<file path="config.mk">
export PLATFORM = sky130hd
export DESIGN_NAME = gpio_irq_aggregator
export DESIGN_NICKNAME = d
export VERILOG_FILES = /design/src/rtl/gpio_irq_pkg.sv /design/src/rtl/gpio_irq_group.sv /design/src/rtl/gpio_irq_decode.sv /design/src/rtl/gpio_irq_aggregator.sv
export SDC_FILE = /design/constraint.sdc
export NUM_CORES = 1
export LEC_CHECK = 0
export ABC_AREA = 1
export BUFFER_PORTS_ARGS = -buffer_cell sky130_fd_sc_hd__buf_2
export CAP_MARGIN = 10
export CORE_MARGIN = 2
export CORE_UTILIZATION = 45
export DETAILED_ROUTE_END_ITERATION = 10
export GPL_ROUTABILITY_DRIVEN = 1
export GPL_TIMING_DRIVEN = 0
export PLACE_DENSITY = 0.67
export SLEW_MARGIN = 30
export SYNTH_ARGS = -nofsm -noshare
export SYNTH_HDL_FRONTEND = slang
export SYNTH_SLANG_ARGS = --single-unit
</file>
<file path="constraint.sdc">
create_clock -name clk -period 5.66 [get_ports clk]
set_input_delay 1.132 -clock clk [delete_from_list [all_inputs] [get_ports clk]]
set_output_delay 1.132 -clock clk [all_outputs]
set_load 0.02 [all_outputs]
</file>
<file path="src/rtl/gpio_irq_pkg.sv">
// Package: shared register offsets for the GPIO interrupt aggregator.
// Assumes word addressing with four registers per group.
package gpio_irq_pkg;

    localparam int REGS_PER_GRP = 4;

    typedef enum logic [1:0] {
        SEL_STATUS = 2'd0,
        SEL_MSET   = 2'd1,
        SEL_MCLR   = 2'd2,
        SEL_RESULT = 2'd3
    } reg_sel_e;

endpackage

</file>
<file path="src/rtl/gpio_irq_group.sv">
// One interrupt group: sticky status bits, a mask with set/clear ports,
// and the masked result. Assumes the write strobes are mutually exclusive
// and already qualified by address decode.
module gpio_irq_group #(
    parameter int GRP_W = 32
) (
    input  logic             clk,
    input  logic             rst_n,
    input  logic [GRP_W-1:0] evt,
    input  logic             stat_clr_we,
    input  logic             mask_set_we,
    input  logic             mask_clr_we,
    input  logic [GRP_W-1:0] wdata,
    output logic [GRP_W-1:0] stat_q,
    output logic [GRP_W-1:0] mask_q,
    output logic [GRP_W-1:0] result,
    output logic             any_pending
);

    logic [GRP_W-1:0] clr_bits;
    logic [GRP_W-1:0] stat_d;
    logic [GRP_W-1:0] mask_d;

    // Bits a 1-to-clear write removes this cycle
    always_comb clr_bits = stat_clr_we ? wdata : '0;

    // Next status: keep what is not cleared, events win over clears
    always_comb stat_d = (stat_q & ~clr_bits) | evt;

    // Next mask: set port and clear port only touch bits written as 1
    always_comb begin
        mask_d = mask_q;
        if (mask_set_we) mask_d = mask_d | wdata;
        if (mask_clr_we) mask_d = mask_d & ~wdata;
    end

    // Status and mask registers
    always_ff @(posedge clk) begin
        if (!rst_n) begin
            stat_q <= '0;
            mask_q <= '0;
        end else begin
            stat_q <= stat_d;
            mask_q <= mask_d;
        end
    end

    // Masked result and its reduction
    always_comb result      = stat_q & mask_q;
    always_comb any_pending = |result;

    // bits not written as 1 stay set
    p_sticky_r2: assert property (@(posedge clk) disable iff (!rst_n)
        1'b1 |=> ((stat_q & $past(stat_q & ~clr_bits)) == $past(stat_q & ~clr_bits)));

    // every event bit is set next cycle, whatever the mask or clear
    p_evt_latch_r3: assert property (@(posedge clk) disable iff (!rst_n)
        (|evt) |=> ((stat_q & $past(evt)) == $past(evt)));

    // set port raises the written bits
    p_mask_set_r4: assert property (@(posedge clk) disable iff (!rst_n)
        mask_set_we |=> ((mask_q & $past(wdata)) == $past(wdata)));

    // clear port lowers the written bits
    p_mask_clr_r4: assert property (@(posedge clk) disable iff (!rst_n)
        mask_clr_we |=> ((mask_q & $past(wdata)) == '0));

    // mask holds without a mask write
    p_mask_hold_r4: assert property (@(posedge clk) disable iff (!rst_n)
        (!mask_set_we && !mask_clr_we) |=> $stable(mask_q));

endmodule

</file>
<file path="src/rtl/gpio_irq_decode.sv">
// Address decode and read multiplexer for the aggregator register port.
// Assumes word addresses: group g at 4g..4g+3, gate register at 4*NUM_GROUPS.
module gpio_irq_decode
    import gpio_irq_pkg::*;
#(
    parameter int NUM_GROUPS = 4,
    parameter int GRP_W      = 32,
    parameter int ADDR_W     = 5
) (
    input  logic                        clk,
    input  logic                        rst_n,
    input  logic                        bus_wr,
    input  logic [ADDR_W-1:0]           bus_addr,
    input  logic [NUM_GROUPS*GRP_W-1:0] stat_all,
    input  logic [NUM_GROUPS*GRP_W-1:0] mask_all,
    input  logic [NUM_GROUPS*GRP_W-1:0] res_all,
    input  logic [NUM_GROUPS-1:0]       gate_q,
    output logic [NUM_GROUPS-1:0]       stat_clr_we,
    output logic [NUM_GROUPS-1:0]       mask_set_we,
    output logic [NUM_GROUPS-1:0]       mask_clr_we,
    output logic                        gate_we,
    output logic [GRP_W-1:0]            bus_rdata
);

    localparam int IDX_W = ADDR_W - 2;
    localparam logic [ADDR_W-1:0] GATE_ADDR = ADDR_W'(NUM_GROUPS * REGS_PER_GRP);

    logic [IDX_W-1:0] grp_idx;
    reg_sel_e         sel;

    // Split the address into group index and register select
    always_comb begin
        grp_idx = bus_addr[ADDR_W-1:2];
        sel     = reg_sel_e'(bus_addr[1:0]);
    end

    // Gate register write strobe
    always_comb gate_we = bus_wr && (bus_addr == GATE_ADDR);

    for (genvar g = 0; g < NUM_GROUPS; g++) begin : g_strobe
        localparam logic [IDX_W-1:0] GIDX = IDX_W'(g);
        // Per-group write strobes
        always_comb begin
            stat_clr_we[g] = bus_wr && (grp_idx == GIDX) && (sel == SEL_STATUS);
            mask_set_we[g] = bus_wr && (grp_idx == GIDX) && (sel == SEL_MSET);
            mask_clr_we[g] = bus_wr && (grp_idx == GIDX) && (sel == SEL_MCLR);
        end
    end

    // Read multiplexer; unmapped addresses read zero
    always_comb begin
        bus_rdata = '0;
        if (bus_addr == GATE_ADDR) begin
            bus_rdata = GRP_W'(gate_q);
        end else begin
            for (int g = 0; g < NUM_GROUPS; g++) begin
                if (grp_idx == IDX_W'(g)) begin
                    unique case (sel)
                        SEL_STATUS: bus_rdata = stat_all[g*GRP_W +: GRP_W];
                        SEL_MSET:   bus_rdata = mask_all[g*GRP_W +: GRP_W];
                        SEL_MCLR:   bus_rdata = mask_all[g*GRP_W +: GRP_W];
                        SEL_RESULT: bus_rdata = res_all[g*GRP_W +: GRP_W];
                        default:    bus_rdata = '0;
                    endcase
                end
            end
        end
    end

    // at most one register written per cycle
    p_one_strobe_r4: assert property (@(posedge clk) disable iff (!rst_n)
        1'b1 |-> $onehot0({stat_clr_we, mask_set_we, mask_clr_we, gate_we}));

endmodule

</file>
<file path="src/rtl/gpio_irq_aggregator.sv">
// GPIO interrupt aggregator top: one group per GPIO bank, a per-group
// gate register, and one registered interrupt line per group.
// Assumes events are one-cycle requests or levels synchronous to clk.
module gpio_irq_aggregator
    import gpio_irq_pkg::*;
#(
    parameter int NUM_GROUPS = 4,
    parameter int GRP_W      = 32,
    parameter int ADDR_W     = $clog2(NUM_GROUPS * REGS_PER_GRP + 1)
) (
    input  logic                        clk,
    input  logic                        rst_n,
    input  logic [NUM_GROUPS*GRP_W-1:0] evt_i,
    input  logic                        bus_wr,
    input  logic [ADDR_W-1:0]           bus_addr,
    input  logic [GRP_W-1:0]            bus_wdata,
    output logic [GRP_W-1:0]            bus_rdata,
    output logic [NUM_GROUPS-1:0]       irq_o
);

    logic [NUM_GROUPS*GRP_W-1:0] stat_all;
    logic [NUM_GROUPS*GRP_W-1:0] mask_all;
    logic [NUM_GROUPS*GRP_W-1:0] res_all;
    logic [NUM_GROUPS-1:0]       grp_any;
    logic [NUM_GROUPS-1:0]       stat_clr_we;
    logic [NUM_GROUPS-1:0]       mask_set_we;
    logic [NUM_GROUPS-1:0]       mask_clr_we;
    logic                        gate_we;
    logic [NUM_GROUPS-1:0]       gate_q;

    gpio_irq_decode #(
        .NUM_GROUPS (NUM_GROUPS),
        .GRP_W      (GRP_W),
        .ADDR_W     (ADDR_W)
    ) u_decode (
        .clk         (clk),
        .rst_n       (rst_n),
        .bus_wr      (bus_wr),
        .bus_addr    (bus_addr),
        .stat_all    (stat_all),
        .mask_all    (mask_all),
        .res_all     (res_all),
        .gate_q      (gate_q),
        .stat_clr_we (stat_clr_we),
        .mask_set_we (mask_set_we),
        .mask_clr_we (mask_clr_we),
        .gate_we     (gate_we),
        .bus_rdata   (bus_rdata)
    );

    for (genvar g = 0; g < NUM_GROUPS; g++) begin : g_grp
        gpio_irq_group #(
            .GRP_W (GRP_W)
        ) u_group (
            .clk         (clk),
            .rst_n       (rst_n),
            .evt         (evt_i[g*GRP_W +: GRP_W]),
            .stat_clr_we (stat_clr_we[g]),
            .mask_set_we (mask_set_we[g]),
            .mask_clr_we (mask_clr_we[g]),
            .wdata       (bus_wdata),
            .stat_q      (stat_all[g*GRP_W +: GRP_W]),
            .mask_q      (mask_all[g*GRP_W +: GRP_W]),
            .result      (res_all[g*GRP_W +: GRP_W]),
            .any_pending (grp_any[g])
        );

        // gate closed means the line is low next cycle
        p_irq_gate_r6: assert property (@(posedge clk) disable iff (!rst_n)
            !gate_q[g] |=> !irq_o[g]);

        // a pending result behind an open gate keeps the line high
        p_irq_hold_r7: assert property (@(posedge clk) disable iff (!rst_n)
            (gate_q[g] && grp_any[g]) |=> irq_o[g]);
    end

    // Gate register, written as a whole word
    always_ff @(posedge clk) begin
        if (!rst_n)       gate_q <= '0;
        else if (gate_we) gate_q <= bus_wdata[NUM_GROUPS-1:0];
    end

    // Registered interrupt lines: gated OR of each group's result
    always_ff @(posedge clk) begin
        if (!rst_n) irq_o <= '0;
        else        irq_o <= grp_any & gate_q;
    end

    // outputs stay low in the cycle after reset
    p_reset_quiet_r11: assert property (@(posedge clk)
        !rst_n |=> (irq_o == '0));

endmodule

</file>
==> impl_metrics.tcl, run 1 <==
set metrics [dict create \
    run_status "finished, final reports clean" \
    die_x_um 185 \
    ys_seq_area_frac 0.359 \
    cts.path.max_buffers 3 \
    crit_path_start "bus_addr[0]" \
    critPathBufInv 7 \
    syn_nets 2583 \
    grt_first_pass_wirelength_um 105000 \
    synth_compound_area_frac 0.165 \
    syn2layout_area_growth_pct 18.1 \
    synth_area_leader_cell "dfxtp_1" \
    cpMostUsedCell "nand2_1" \
    slew_violations 0 \
    dieArea_um2 34200 \
    viasPerCell 5.85 \
    cts_resized 0 \
    clockPowerShare 0.448 \
    rsz0062_at_grt "no" \
    crit_required_ps 4530 \
    cts_num_sinks 264 \
    reg2reg_from "g_grp[1].u_group.stat_q[12]" \
    ys_top_cells_by_area "dfxtp_1 36%, nand2_1 16%, a21oi_1 8.7%" \
    grt_usage 0.423 \
    layout_worst_path_cycle_share 0.919 \
    port_buffers 201 \
    power_density_nw_per_um2 285 \
    power.internal_w 0.00347 \
    grt_antenna_before_repair 2 \
    skew_ps 15.3 \
    fin_crit_ps 5200 \
    yosysTopAreaCellShare 0.359 \
    postCtsHoldBufs 0 \
    drive_gt1_frac 0.128 \
    start_util 0.455 \
    cap_violations 0 \
    hp-class "register to register" \
    cts_root_buf "clkbuf_16" \
    route.met2.wl_um 31400 \
    die_h_um 185 \
    num_rows 66 \
    finalHoldViolCount 0 \
    synth_top_family_by_area "simple AND/OR/NAND/NOR gates" \
    dr.pass1.iters 6 \
    final.setup.tns_ps 0 \
    cp.arrival_ps 4070 \
    yosys.area_share.xor_xnor 0 \
    nNetsFinal 2820 \
    grt_pass1_vias 16600 \
    place_hpwl_um 54800 \
    netlist_instances 2409 \
    crit_type "input pin to output port" \
    rrSetupSlack_ps 4250 \
    crit_path_end_kind "output port" \
    vias 18200 \
    ios 204 \
    stdcell_count 3111 \
    combinationalPowerShare 0.148 \
    max_stage_delay_ps 790 \
    cts_inserted_buffers 34 \
    worstSkewPairLatency_ps 520 \
    slew_headroom 0.311 \
    critPathMaxFanout 13 \
    dp.cells 3052 \
    syn_area_per_cell_um2 6.11 \
    crit_path_top_delay_cell "clkbuf_1" \
    power_w 0.00496 \
    drt_iter0_drc 2242 \
    top_layer "met5" \
    p_seq_frac 0.405 \
    synthMuxAreaShare 0 \
    ir_drop_v 0.000271 \
    grt_start_max_net_pins 13 \
    leakage_nw 8.14 \
    drc 0 \
    core_area_um2 32400 \
    fmax_mhz 192 \
    syn-cell-area_um2 14700 \
    fin_util 0.537 \
    whs_ps 473 \
    setup_viol 0 \
    synthSimpleGateAreaFrac 0.376 \
    gp_congestion 0.981 \
    ant_nets 0 \
    cts_tree "built" \
    critical_path.top_delay_family "buffers and inverters" \
    htreeDepth 2 \
    post_drt_wl_per_cell_um 23.6 \
    yosys_warnings 0 \
    cp_cell_sequence "buf_2 > inv_1 > ha_1 > inv_2 > clkbuf_1 > clkbuf_1 > nand3_1 > nand2_1 > nand2_1 > nand2_1 > inv_1 > buf_2" \
    clk_pin_slew_ps 50 \
    dr_wl_met3_um 8230 \
    cts_setup_buffers 0 \
    ys_ff_latch 264 \
    switching_share 0.301 \
    p_sw_w 0.00149 \
    synth_fa_ha_area_frac 0.00510 \
    grt_overflow 0 \
    worst_pin_slew_ps 1030 \
    ys_types 27 \
    wirelength_um 73400 \
    start_kind "input pin" \
    m1WireLength_um 28400 \
]
worst paths after layout:
kind | endpoint | depth (start not counted)
worst max-delay path | bus_rdata[5] | 12
worst min-delay path | register | 2
worst max register to register | irq_o[1] | 6
worst min register to register | register | 2
Yosys cell counts:
master,number
buf_2,45
nand2_1,622
o21ai_1,28
buf_1,15
nand4_1,78
nand3b_1,4
nor2_2,2
inv_1,202
ha_1,6
inv_2,7
clkbuf_1,84
nand2_2,2
nor2_4,2
nor3_1,10
buf_4,3
or2_0,1
clkinv_1,1
or2_2,27
nand3_1,221
nor3_2,3
dfxtp_1,264
o21bai_1,22
o211ai_1,1
o21ai_0,167
nor2_1,336
nand2_4,1
a21oi_1,255
metal layers:
metal	vias up	track usage
li1	8287	-
met4	4	0.267
met1	8442	0.545
met2	1184	0.662
met3	271	0.0676
met5	-	0
cells in the final DEF (no fill, tap or decap), types with 7 or more instances in the layout:
master	count
o21bai_1	22
clkbuf_16	35
a21oi_1	255
o21ai_1	28
nand4_1	78
buf_1	15
inv_2	7
buf_2	246
nor3_1	10
o21ai_0	167
clkbuf_1	92
nor2_1	336
dfxtp_1	264
or2_2	27
inv_1	202
nand3_1	221
nand2_1	622
worst reg2reg max path: cells and delay by family (launching register included):
| family | cells | cell delay, ps |
|---|---|---|
| flip-flops | 1 | 340 |
| AND/OR/NAND/NOR | 5 | 820 |
| AO/OA/AOI/OAI | 1 | 120 |
cell type report:
class	count	area, um2
Buffer	147	619
Fill cell	3472	15000
Clock inverter	7	114
Tap cell	442	553
Clock buffer	49	988
Timing Repair Buffer	201	1010
Multi-Input combinational cell	1788	8030
Inverter	210	788
Antenna cell	3	7.51
Sequential cell	264	5290
cells by family after synthesis:
family,after synthesis
AND/OR/NAND/NOR,1309
flip-flops,264
AO/OA/AOI/OAI,473
adder cells (fa/ha/maj),6
buffers and inverters,357
power by group through the flow:
stage	Combinational (W)	Sequential, W	Clock [W]
detailed placement	0.000701	0.00205	0
CTS	0.000705	0.00201	0.00222
finish	0.000733	0.00201	0.00222
floorplan	0.000370	0.00202	0
global route	0.000773	0.00202	0.00228
global placement	0.000696	0.00204	0
stage by stage:
stage          instance area [um2]  setup slack [ps]
6_report                     17400               457
5_1_grt                      17400               448
4_1_cts                      17400               665
3_5_place_dp                 16300               672
3_3_place_gp                 16300               686
2_1_floorplan                14700              1980
No activity file was read; power rests on OpenSTA's default activity.
==> run 2: changes to the inputs <==
--- a/config.mk
+++ b/config.mk
@@ -8,6 +8,7 @@
 export ABC_AREA = 1
 export BUFFER_PORTS_ARGS = -buffer_cell sky130_fd_sc_hd__buf_2
 export CAP_MARGIN = 10
+export CORE_ASPECT_RATIO = 2
 export CORE_MARGIN = 2
 export CORE_UTILIZATION = 45
 export DETAILED_ROUTE_END_ITERATION = 10
==> impl_metrics.tcl, run 2 (synthesized netlist as in run 1, its figures left out) <==
set metrics [dict create \
    cts_inserted_buffers 27 \
    crit_path_end_kind "output port" \
    leakage_nw 8.07 \
    postCtsHoldBufs 0 \
    final.setup.tns_ps 0 \
    place_hpwl_um 57700 \
    critPathBufInv 7 \
    placement.cell_area_um2 16300 \
    cp.arrival_ps 4140 \
    critPathMaxFanout 10 \
    layout_commonest_cell "nand2_1" \
    dp.cells 3037 \
    crit_path_top_delay_cell "clkbuf_1" \
    hold_depth 2 \
    ant_nets 0 \
    grt_first_pass_wirelength_um 109000 \
    cts.path.max_buffers 3 \
    run_status "finished, final reports clean" \
    gp_congestion 1.07 \
    viasPerCell 5.91 \
    slew_violations 0 \
    crit_required_ps 4530 \
    cpMostUsedCell "nand2_1" \
    cp_cell_sequence "buf_2 > inv_1 > ha_1 > inv_2 > clkbuf_1 > clkbuf_1 > nand3_1 > nand2_1 > nand2_1 > nand2_1 > inv_1 > buf_2" \
    drt_iter0_drc 2164 \
    dieArea_um2 34300 \
    num_rows 93 \
    crit_type "input pin to output port" \
    grt_pass1_vias 17200 \
    cts_setup_buffers 0 \
    cts_resized 0 \
    start_util 0.457 \
    grt_usage 0.437 \
    dr.pass1.iters 6 \
    r2r-end "irq_o[2]" \
    finalHoldViolCount 0 \
    port_buffers 201 \
    start_kind "input pin" \
    hp-class "register to register" \
    wirelength_um 76700 \
    grt_overflow 0 \
    grt_start_max_net_pins 15 \
    cts_num_sinks 264 \
    hold_path_end "gate_q[3]" \
    grt_antenna_before_repair 3 \
    nNetsFinal 2813 \
    fmax_mhz 190 \
    layout_common_cells "622 x nand2_1, 336 x nor2_1, 264 x dfxtp_1" \
    cts_root_buf "clkbuf_16" \
    worstSkewPairLatency_ps 580 \
    slew_headroom 0.331 \
    htreeDepth 1 \
    ios 204 \
    drc 0 \
    rsz0062_at_grt "no" \
    skew_ps 24.2 \
    worst_pin_slew_ps 1000 \
    ir_drop_v 0.000204 \
    syn2layout_area_growth_pct 17.0 \
    clk_pin_slew_ps 60 \
    reg2reg_from "g_grp[2].u_group.stat_q[12]" \
    whs_ps 483 \
    critical_path.top_delay_family "buffers and inverters" \
    stdcell_count 3088 \
    setup_viol 0 \
    reg2regPathDepth 6 \
    cap_violations 0 \
    die_x_um 132 \
    max_stage_delay_ps 770 \
    cts_tree "built" \
    layout_worst_path_cycle_share 0.931 \
    core_area_um2 32200 \
    rrSetupSlack_ps 4240 \
    die_h_um 260 \
    final_area_um2 17200 \
    post_drt_wl_per_cell_um 24.8 \
    power_density_nw_per_um2 275 \
    vias 18200 \
    fin_crit_ps 5270 \
    drive_gt1_frac 0.129 \
    hp-start "gate_q[3]" \
]
## run 2: changes by cell type in the layout (fill, tap and decap cells not counted)
cell,previous run,this run
clkbuf_1,92,84
clkbuf_16,35,27
clkbuf_8,6,12
clkinv_2,3,5
diode_2,3,1
bufinv_16,3,2
clkbuf_2,0,1
clkinv_4,0,1
clkinvlp_4,0,1
## run 2: routing by layer
layer	wire [um]	track usage
met5	33	0
met4	9820	0.467
met3	6810	0.0632
met2	35400	0.724
met1	24700	0.455
## run 2: how the worst max path moves through the flow
stage                            from             to  depth (start not counted)
after floorplan           bus_addr[0]  bus_rdata[31]                          9
after global placement    bus_addr[0]   bus_rdata[9]                         12
after detailed placement  bus_addr[0]  bus_rdata[11]                         12
after CTS                 bus_addr[0]  bus_rdata[11]                         12
after global routing      bus_addr[0]  bus_rdata[11]                         12
final                     bus_addr[0]  bus_rdata[11]                         12
## run 2: power by group
part	internal, W	total (W)	leakage [nW]	switching, W
registers	0.00193	0.00201	2.17	0.0000818
clock network	0.00112	0.00197	0.477	0.000848
logic	0.000196	0.000745	5.43	0.000549
## run 2: stage by stage
step	util	total power, W	worst slack, ps
floorplan	-	0.00239	1980
global placement	0.505	0.00275	715
detailed placement	0.505	0.00276	671
CTS	0.534	0.00468	674
global route	0.534	0.00482	471
finish	0.534	0.00473	392
## run 2: layout make-up
type	count	area, um2
buffer	147	621
clock buffer	40	845
fill	3445	15000
tap	427	534
sequential	264	5290
multi-input combinational	1788	8030
antenna	1	2.50
clock inverter	10	110
inverter	210	788
timing repair buffer	201	1010
## run 2: worst register-to-register path: cells and delay by family (launching register included)
kind / cells / cell delay (ps)
flops: 1 / 370
compound gates: 1 / 100
simple gates: 5 / 840
